===== src/rtl/bog_pkg.sv =====
package bog_pkg;
  // strobes from control to datapath
  typedef struct packed {
    logic issueRead;  // bus carries the read this cycle
    logic capture;    // load the incoming write into the pending slot
  } bogStrobe_t;
endpackage


===== src/rtl/bog_datapath.sv =====
module bog_datapath
  import bog_pkg::*;
#(
  parameter int ADDR_W = 16,
  parameter int DATA_W = 16,
  parameter int NUM_ZONES = 3,
  parameter logic [NUM_ZONES*ADDR_W-1:0] ZONE_LO = '0,
  parameter logic [NUM_ZONES*ADDR_W-1:0] ZONE_HI = '0
) (
  input  logic                 clk,
  input  logic                 rstN,
  input  logic [ADDR_W-1:0]    wrAddr,
  input  logic [DATA_W-1:0]    wrData,
  input  logic [ADDR_W-1:0]    rdAddr,
  input  logic                 cfgWe,
  input  logic [NUM_ZONES-1:0] cfgEn,
  input  bogStrobe_t           strobe,
  output logic [NUM_ZONES-1:0] zoneEn,
  output logic                 rdProt,
  output logic                 hitPend,
  output logic                 hitIn,
  output logic [ADDR_W-1:0]    pendAddr,
  output logic [ADDR_W-1:0]    busAddr,
  output logic [DATA_W-1:0]    busWdata
);
  logic [DATA_W-1:0]    pendData;
  logic [NUM_ZONES-1:0] inZone;

  always_ff @(posedge clk or negedge rstN) begin
    if (!rstN) begin
      zoneEn <= '1;
    end else if (cfgWe) begin
      zoneEn <= cfgEn;
    end
  end

  always_ff @(posedge clk or negedge rstN) begin
    if (!rstN) begin
      pendAddr <= '0;
      pendData <= '0;
    end else if (strobe.capture) begin
      pendAddr <= wrAddr;
      pendData <= wrData;
    end
  end

  for (genvar z = 0; z < NUM_ZONES; z++) begin : g_zone
    localparam logic [ADDR_W-1:0] LO = ZONE_LO[z*ADDR_W +: ADDR_W];
    localparam logic [ADDR_W-1:0] HI = ZONE_HI[z*ADDR_W +: ADDR_W];
    assign inZone[z] = (rdAddr >= LO) && (rdAddr <= HI);
  end

  assign rdProt   = |(inZone & zoneEn);
  assign hitPend  = (rdAddr == pendAddr);
  assign hitIn    = (rdAddr == wrAddr);
  assign busAddr  = strobe.issueRead ? rdAddr : pendAddr;
  assign busWdata = pendData;
endmodule


===== src/rtl/bog_control.sv =====
module bog_control
  import bog_pkg::*;
(
  input  logic       clk,
  input  logic       rstN,
  input  logic       wrValid,
  input  logic       rdValid,
  input  logic       busGnt,
  input  logic       rdProt,
  input  logic       hitPend,
  input  logic       hitIn,
  output bogStrobe_t strobe,
  output logic       pendValid,
  output logic       stall,
  output logic       wrReady,
  output logic       rdReady,
  output logic       busReq,
  output logic       busWrite
);
  logic conflict, selRead, wrGrant, accept;

  // an offered write is older than a read in the same cycle
  assign conflict = rdValid &&
                    ((pendValid && (rdProt || hitPend)) ||
                     (wrValid   && (rdProt || hitIn)));
  assign selRead  = rdValid && !conflict;
  assign busReq   = selRead || pendValid;
  assign busWrite = pendValid && !selRead;
  assign wrGrant  = busWrite && busGnt;
  assign wrReady  = !pendValid || wrGrant;
  assign accept   = wrValid && wrReady;
  assign rdReady  = selRead && busGnt;
  assign stall    = conflict;

  assign strobe.issueRead = selRead;
  assign strobe.capture   = accept;

  always_ff @(posedge clk or negedge rstN) begin
    if (!rstN) begin
      pendValid <= 1'b0;
    end else if (accept) begin
      pendValid <= 1'b1;
    end else if (wrGrant) begin
      pendValid <= 1'b0;
    end
  end

  // an ungranted pending write is kept
  assert_write_held_R10: assert property (@(posedge clk) disable iff (!rstN)
    (pendValid && !(busReq && busGnt && busWrite)) |=> pendValid);
endmodule


===== src/rtl/bus_order_guard.sv =====
module bus_order_guard
  import bog_pkg::*;
#(
  parameter int ADDR_W = 16,
  parameter int DATA_W = 16,
  parameter int NUM_ZONES = 3,
  parameter logic [NUM_ZONES*ADDR_W-1:0] ZONE_LO = {16'h4000, 16'h7000, 16'h6000},
  parameter logic [NUM_ZONES*ADDR_W-1:0] ZONE_HI = {16'h4FFF, 16'h7FFF, 16'h6FFF}
) (
  input  logic                 clk,
  input  logic                 rstN,
  input  logic                 wrValid,
  input  logic [ADDR_W-1:0]    wrAddr,
  input  logic [DATA_W-1:0]    wrData,
  output logic                 wrReady,
  input  logic                 rdValid,
  input  logic [ADDR_W-1:0]    rdAddr,
  output logic                 rdReady,
  input  logic                 cfgWe,
  input  logic [NUM_ZONES-1:0] cfgEn,
  output logic [NUM_ZONES-1:0] zoneEn,
  output logic                 stall,
  output logic                 busReq,
  output logic                 busWrite,
  output logic [ADDR_W-1:0]    busAddr,
  output logic [DATA_W-1:0]    busWdata,
  input  logic                 busGnt
);
  bogStrobe_t        strobe;
  logic              pendValid, rdProt, hitPend, hitIn;
  logic [ADDR_W-1:0] pendAddr;

  bog_control u_control (
    .clk(clk), .rstN(rstN), .wrValid(wrValid), .rdValid(rdValid),
    .busGnt(busGnt), .rdProt(rdProt), .hitPend(hitPend), .hitIn(hitIn),
    .strobe(strobe), .pendValid(pendValid), .stall(stall),
    .wrReady(wrReady), .rdReady(rdReady), .busReq(busReq), .busWrite(busWrite)
  );

  bog_datapath #(
    .ADDR_W(ADDR_W), .DATA_W(DATA_W), .NUM_ZONES(NUM_ZONES),
    .ZONE_LO(ZONE_LO), .ZONE_HI(ZONE_HI)
  ) u_datapath (
    .clk(clk), .rstN(rstN), .wrAddr(wrAddr), .wrData(wrData),
    .rdAddr(rdAddr), .cfgWe(cfgWe), .cfgEn(cfgEn), .strobe(strobe),
    .zoneEn(zoneEn), .rdProt(rdProt), .hitPend(hitPend), .hitIn(hitIn),
    .pendAddr(pendAddr), .busAddr(busAddr), .busWdata(busWdata)
  );

  // no protected read is granted while an older write waits
  assert_prot_order_R3: assert property (@(posedge clk) disable iff (!rstN)
    (busReq && busGnt && !busWrite && rdProt) |-> (!pendValid && !wrValid));

  // a read never passes a pending write to its own address
  assert_same_addr_R4: assert property (@(posedge clk) disable iff (!rstN)
    (busReq && busGnt && !busWrite) |-> !(pendValid && busAddr == pendAddr));

  // stall only ends after the write grant (or a zone reload)
  assert_stall_release_R5: assert property (@(posedge clk) disable iff (!rstN)
    $fell(stall) |-> ($past(busReq && busGnt && busWrite) || $past(cfgWe) || !rdValid));

  // an offered write holds back a protected read in the same cycle
  assert_incoming_older_R8: assert property (@(posedge clk) disable iff (!rstN)
    (rdValid && wrValid && rdProt) |-> (stall && !rdReady));
endmodule


===== config.mk =====
export PLATFORM = sky130hd
export DESIGN_NAME = bus_order_guard
export DESIGN_NICKNAME = d
export VERILOG_FILES = /design/src/rtl/bog_pkg.sv /design/src/rtl/bog_datapath.sv /design/src/rtl/bog_control.sv /design/src/rtl/bus_order_guard.sv
export SDC_FILE = /design/constraint.sdc
export NUM_CORES = 1
export LEC_CHECK = 0
export BUFFER_PORTS_ARGS = -buffer_cell sky130_fd_sc_hd__buf_4
export CAP_MARGIN = 20
export CELL_PAD_IN_SITES_DETAIL_PLACEMENT = 0
export CELL_PAD_IN_SITES_GLOBAL_PLACEMENT = 1
export CORE_UTILIZATION = 37
export CTS_CLUSTER_DIAMETER = 150
export CTS_CLUSTER_SIZE = 14
export DETAILED_ROUTE_END_ITERATION = 12
export PLACE_DENSITY = 0.77
export SLEW_MARGIN = 20
export SYNTH_ARGS = -nofsm -noshare
export SYNTH_HDL_FRONTEND = slang
export SYNTH_SLANG_ARGS = --single-unit

===== constraint.sdc =====
create_clock -name clk -period 2.5 [get_ports clk]
set_clock_uncertainty 0.1 [all_clocks]
set_input_delay 0.25 -clock clk [delete_from_list [all_inputs] [get_ports clk]]
set_output_delay 0.25 -clock clk [all_outputs]
set_load 0.02 [all_outputs]

* Yosys cells after proc, flatten, opt, wreduce, memory -nomap -nowiden *
Index checks and enable logic that the tools add are counted.
W data, S select, Z words.

operators by class
  mux-type cells = 3
  div/mod/pow operators = 0
  multiply operators = 0
  bitwise gates (word level) = 1
  add/subtract/negate cells = 0
  magnitude comparators = 6
  shift-type cells = 0
  equality and inequality tests = 2
  reductions and logical operators = 21

operators with widths
  cell                    number
  $ge A16 B15 Y1 const B  3
  $le A16 B15 Y1 const B  3
  $eq A16 B16 Y1          2
  $mux W16                1
  $logic_and A1 B1 Y1     11
  $logic_or A1 B1 Y1      5
  $and A3 B3 Y3           1
  $logic_not A1 Y1        3
  $reduce_or A3 Y1        1
  $mux W1                 2
  $reduce_bool A2 Y1      1

storage, ports and cells
  logic and storage cells = 37
  memory bits (read-only) = 0
  memory bits (writable) = 0
  memories kept = 0
  bits in latches = 0
  output and inout bits = 40
  bits in registers = 36

* Longest topological paths before layout *
  word-level depth = 16
  mapped depth = 8

* Hierarchy *
A second synthesis with hierarchy kept.

unflattened totals
  cells, all modules = 160
  area, all modules = 2120.8 um2

by module, submodules not included
  module        area an instance (um2)  times used  cells an instance  seq. area each (um2)
  bog_datapath  1939.4                  1           139                879.6
  bog_control   181.4                   1           21                 25.0

* Least setup slack after synthesis *
Ideal clock, no wire load.

  kind = register -> output
  from = register u_datapath.pendAddr[10]
  to = output port busAddr[12]
  buffers on the path = 1
  slack = 0.245 ns
  data required time = 2.150 ns
  stages on the path, launching flop included = 8
  arrival = 1.905 ns
  cells stage by stage = dfrtp_1 > xnor2_1 > nand4_1 > nor4_4 > o21ai_0 > nand3_2 > buf_6 > mux2_2

between the ends
  word-level cells in the longest chain between the ends = 8

ends and longest elaborated chain
  element                 line                   RTL
  start, declared         bog_datapath.sv:22     output logic [ADDR_W-1:0] pendAddr,
  start signal, assigned  bog_datapath.sv:42     pendAddr <= wrAddr;
  $eq A16 B16 Y1          bog_datapath.sv:54     assign hitPend = (rdAddr == pendAddr);
  $logic_or A1 B1 Y1      bog_control.sv:24      ((pendValid && (rdProt || hitPend)) ||
  $logic_and A1 B1 Y1     bog_control.sv:24
  $logic_or A1 B1 Y1      bog_control.sv:24
  $logic_and A1 B1 Y1     bog_control.sv:23      assign conflict = rdValid &&
  $logic_not A1 Y1        bog_control.sv:26      assign selRead = rdValid && !conflict;
  $logic_and A1 B1 Y1     bog_control.sv:26
  $mux W16                bog_datapath.sv:56     assign busAddr = strobe.issueRead ? rdAddr : pendAddr;
  end, declared           bus_order_guard.sv:25  output logic [ADDR_W-1:0] busAddr,

No other way between the ends.

* Final worst setup path *
  from = register u_datapath.pendAddr[5]
  to = output port busAddr[9]

Same word-level chain as after synthesis.

==> flow_metrics.tcl <==
set metrics [dict create \
    dp_cells 322 \
    cp-start-kind "flop" \
    hold_viol 0 \
    syn_area_mm2 0.002185 \
    dpl.hpwl_um 3976 \
    layout_common_cells "buf_4, mux2_4, dfrtp_1" \
    grt_max_degree 37 \
    n_antenna_cell 0 \
    die_area_mm2 0.006216 \
    worstPathArrival_ns 2.20 \
    finalSetupViolCount 16 \
    cts_tree "built" \
    grt_remaining_overflow 0 \
    postSynthCellCount 154 \
    syn_nets 211 \
    antenna_found_initial 0 \
    cap_viol_max_count 0 \
    drive_gt1_frac 0.6952 \
    endpoint_kind "output pin" \
    critPathMaxFanout 7 \
    syn2layout_area_growth_pct 55.90 \
    drtIter0Drc 39 \
    syn_avg_cell_area_um2 14.19 \
    num_vias 1646 \
    rows 27 \
    worst-slew-pin-transition_ns 0.4740 \
    grt_pass1_wl_um 8418 \
    clk_latency_ns 0.29 \
    post-route-period-util 1.020 \
    route.detailed.drc 0 \
    fill_cells 469 \
    cts_buffers 5 \
    yosysSeqAreaShare 0.4141 \
    critPathKind "reg2out" \
    hold_class "in2reg" \
    avgViaCountPerCell 4.827 \
    synth_cell_type_count 26 \
    yosys_warnings 0 \
    drtAntennaViolNets 0 \
    crit_required_ns 2.15 \
    grt_pass1_vias 1688 \
    core-area_mm2 0.005608 \
    wl_per_cell_um 16.41 \
    htree_levels 2 \
    setup_slack_ns -0.05033 \
    firstDrtPassIters 4 \
    fin_crit_ns 2.550 \
    slew_viol_final 0 \
    die_w_um 78.84 \
    ir_drop_v 0.0003543 \
    die_y_um 78.84 \
    fmax_mhz 392.1 \
    status "complete, but fails checks" \
    root_buffer "clkbuf_8" \
    cts_buffer_depth 2 \
    rsz0062_at_grt "yes" \
    io_pins 97 \
    io_buffers 96 \
    grt_usage 0.1789 \
    violations "negative setup slack" \
    yosys_register_bits 36 \
    initial_core_util 0.3896 \
    slew_headroom 0.6811 \
    powerDensity_mw_per_mm2 651.7 \
    pre_cts_slack_ns 0.09391 \
    stdcell_count 341 \
    fin_nets 325 \
    clk_pin_slew_ns 0.08 \
    wl_um 5597 \
    layout_commonest_cell "buf_4" \
    p_leak_nw 1.597 \
    place_congestion 0.8535 \
    cts_num_sinks 36 \
]
==> report_power, final <==
group          switching, mW  total, mW  internal [mW]  leakage (nW)
Combinational          0.399      0.982          0.583          1.13
Sequential             0.101      0.809          0.707         0.417
Clock                  0.209      0.429          0.220        0.0510
==> synth_stat cells <==
cell,instances,share of area
nor4_1,1,0.0029
nand3_1,1,0.0023
xnor2_1,32,0.13
o21ai_1,1,0.0023
nor2_1,1,0.0017
a21o_1,1,0.0034
o21ai_0,3,0.0069
and2_2,1,0.0034
inv_1,2,0.0034
a21boi_0,1,0.0034
dfstp_2,3,0.036
a21bo_2,1,0.0046
buf_6,5,0.026
a211oi_4,1,0.0092
mux2_4,34,0.23
dfrtp_1,33,0.38
nor3b_1,1,0.0034
mux2i_1,1,0.0046
nor4b_2,1,0.0069
nor4_4,1,0.0097
nand2_1,1,0.0017
nand4_1,8,0.023
nand3_2,1,0.0046
o41ai_2,1,0.0074
mux2_2,17,0.088
and3b_4,1,0.0057
==> routing by layer <==
layer,up-vias,wire (µm),track usage
li1,777,-,-
met1,817,2505,0.2469
met2,48,2795,0.2870
met3,4,242,0.02989
met4,0,53,0.05455
met5,-,0,0
==> final cells by class <==
class / instances / area, µm² / area share
multi-input combinational: 111 / 1308 / 0.3839
timing repair buffer: 112 / 1003 / 0.2946
sequential: 36 / 904.6 / 0.2656
tap: 72 / 90.09 / 0.02645
clock buffer: 6 / 82.58 / 0.02425
clock inverter: 2 / 10.01 / 0.002939
inverter: 2 / 7.507 / 0.002204
==> flip-flops by register name, summed over array words and instances (netlist names) <==
name                 cells
u_datapath.busWdata     16
u_datapath.zoneEn        3
u_control.pendValid      1
u_datapath.pendAddr     16
==> cell families after synthesis <==
kind of cell	Yosys count	synth area share
muxes	52	0.3259
DFF	36	0.4141
xor gates and xnor gates	32	0.1283
and+or+nand+nor	18	0.06529
AOI/OAI and AO/OA	9	0.03723
buffers and inverters	7	0.02921
==> critical path: stages (launching register included) <==
cell	delay [ns]
dfrtp_1	0.40
xnor2_1	0.16
nand4_1	0.17
nor4_4	0.33
o21ai_2	0.11
nand3_4	0.12
buf_12	0.14
mux2_2	0.34
buf_6	0.13
==> path summary, 6_finish.rpt <==
| check | start | end | slack (ns) | cells after the start |
|---|---|---|---|---|
| worst max register to register | u_datapath.pendAddr[5] | u_datapath.pendAddr[6] | 0.07 | 9 |
| worst max-delay path | u_datapath.pendAddr[5] | busAddr[9] | -0.05 | 8 |
| min in group asynchronous | rstN | u_datapath.pendAddr[7] | 0.36 | 2 |
| max in group asynchronous | rstN | u_datapath.zoneEn[2] | 1.59 | 2 |
| worst min register to register | u_datapath.busWdata[12] | u_datapath.busWdata[12] | 0.42 | 1 |
| worst min-delay path | wrData[9] | u_datapath.busWdata[9] | 0.08 | 2 |
==> metrics by stage <==
stage                     setup TNS, ns  total power, mW  instance area (µm²)    util  hold WS (ns)
after global placement                0            1.677                 3002  0.5353        0.1449
after global routing             -2.929            2.338                 3406  0.6073       0.07129
after detailed placement              0            1.681                 3002  0.5353        0.1420
after floorplan                       0            1.332                 2185       -       -0.1456
final                           -0.5132            2.220                 3406  0.6073       0.08395
after CTS                        -1.029            2.188                 3243  0.5783       0.07708
==> what timing repair did <==
| item | in CTS | in global routing |
|---|---|---|
| buffers inserted | 5 | 2 |
| endpoints found under the setup margin | 16 | 51 |
| hold endpoints to repair | 33 | 0 |
| gates resized for setup | 28 | 13 |
| pin swaps | 5 | 5 |
| hold buffers | 1 | 0 |
| gates cloned | 0 | 4 |
No activity file was read; power rests on OpenSTA's default activity.
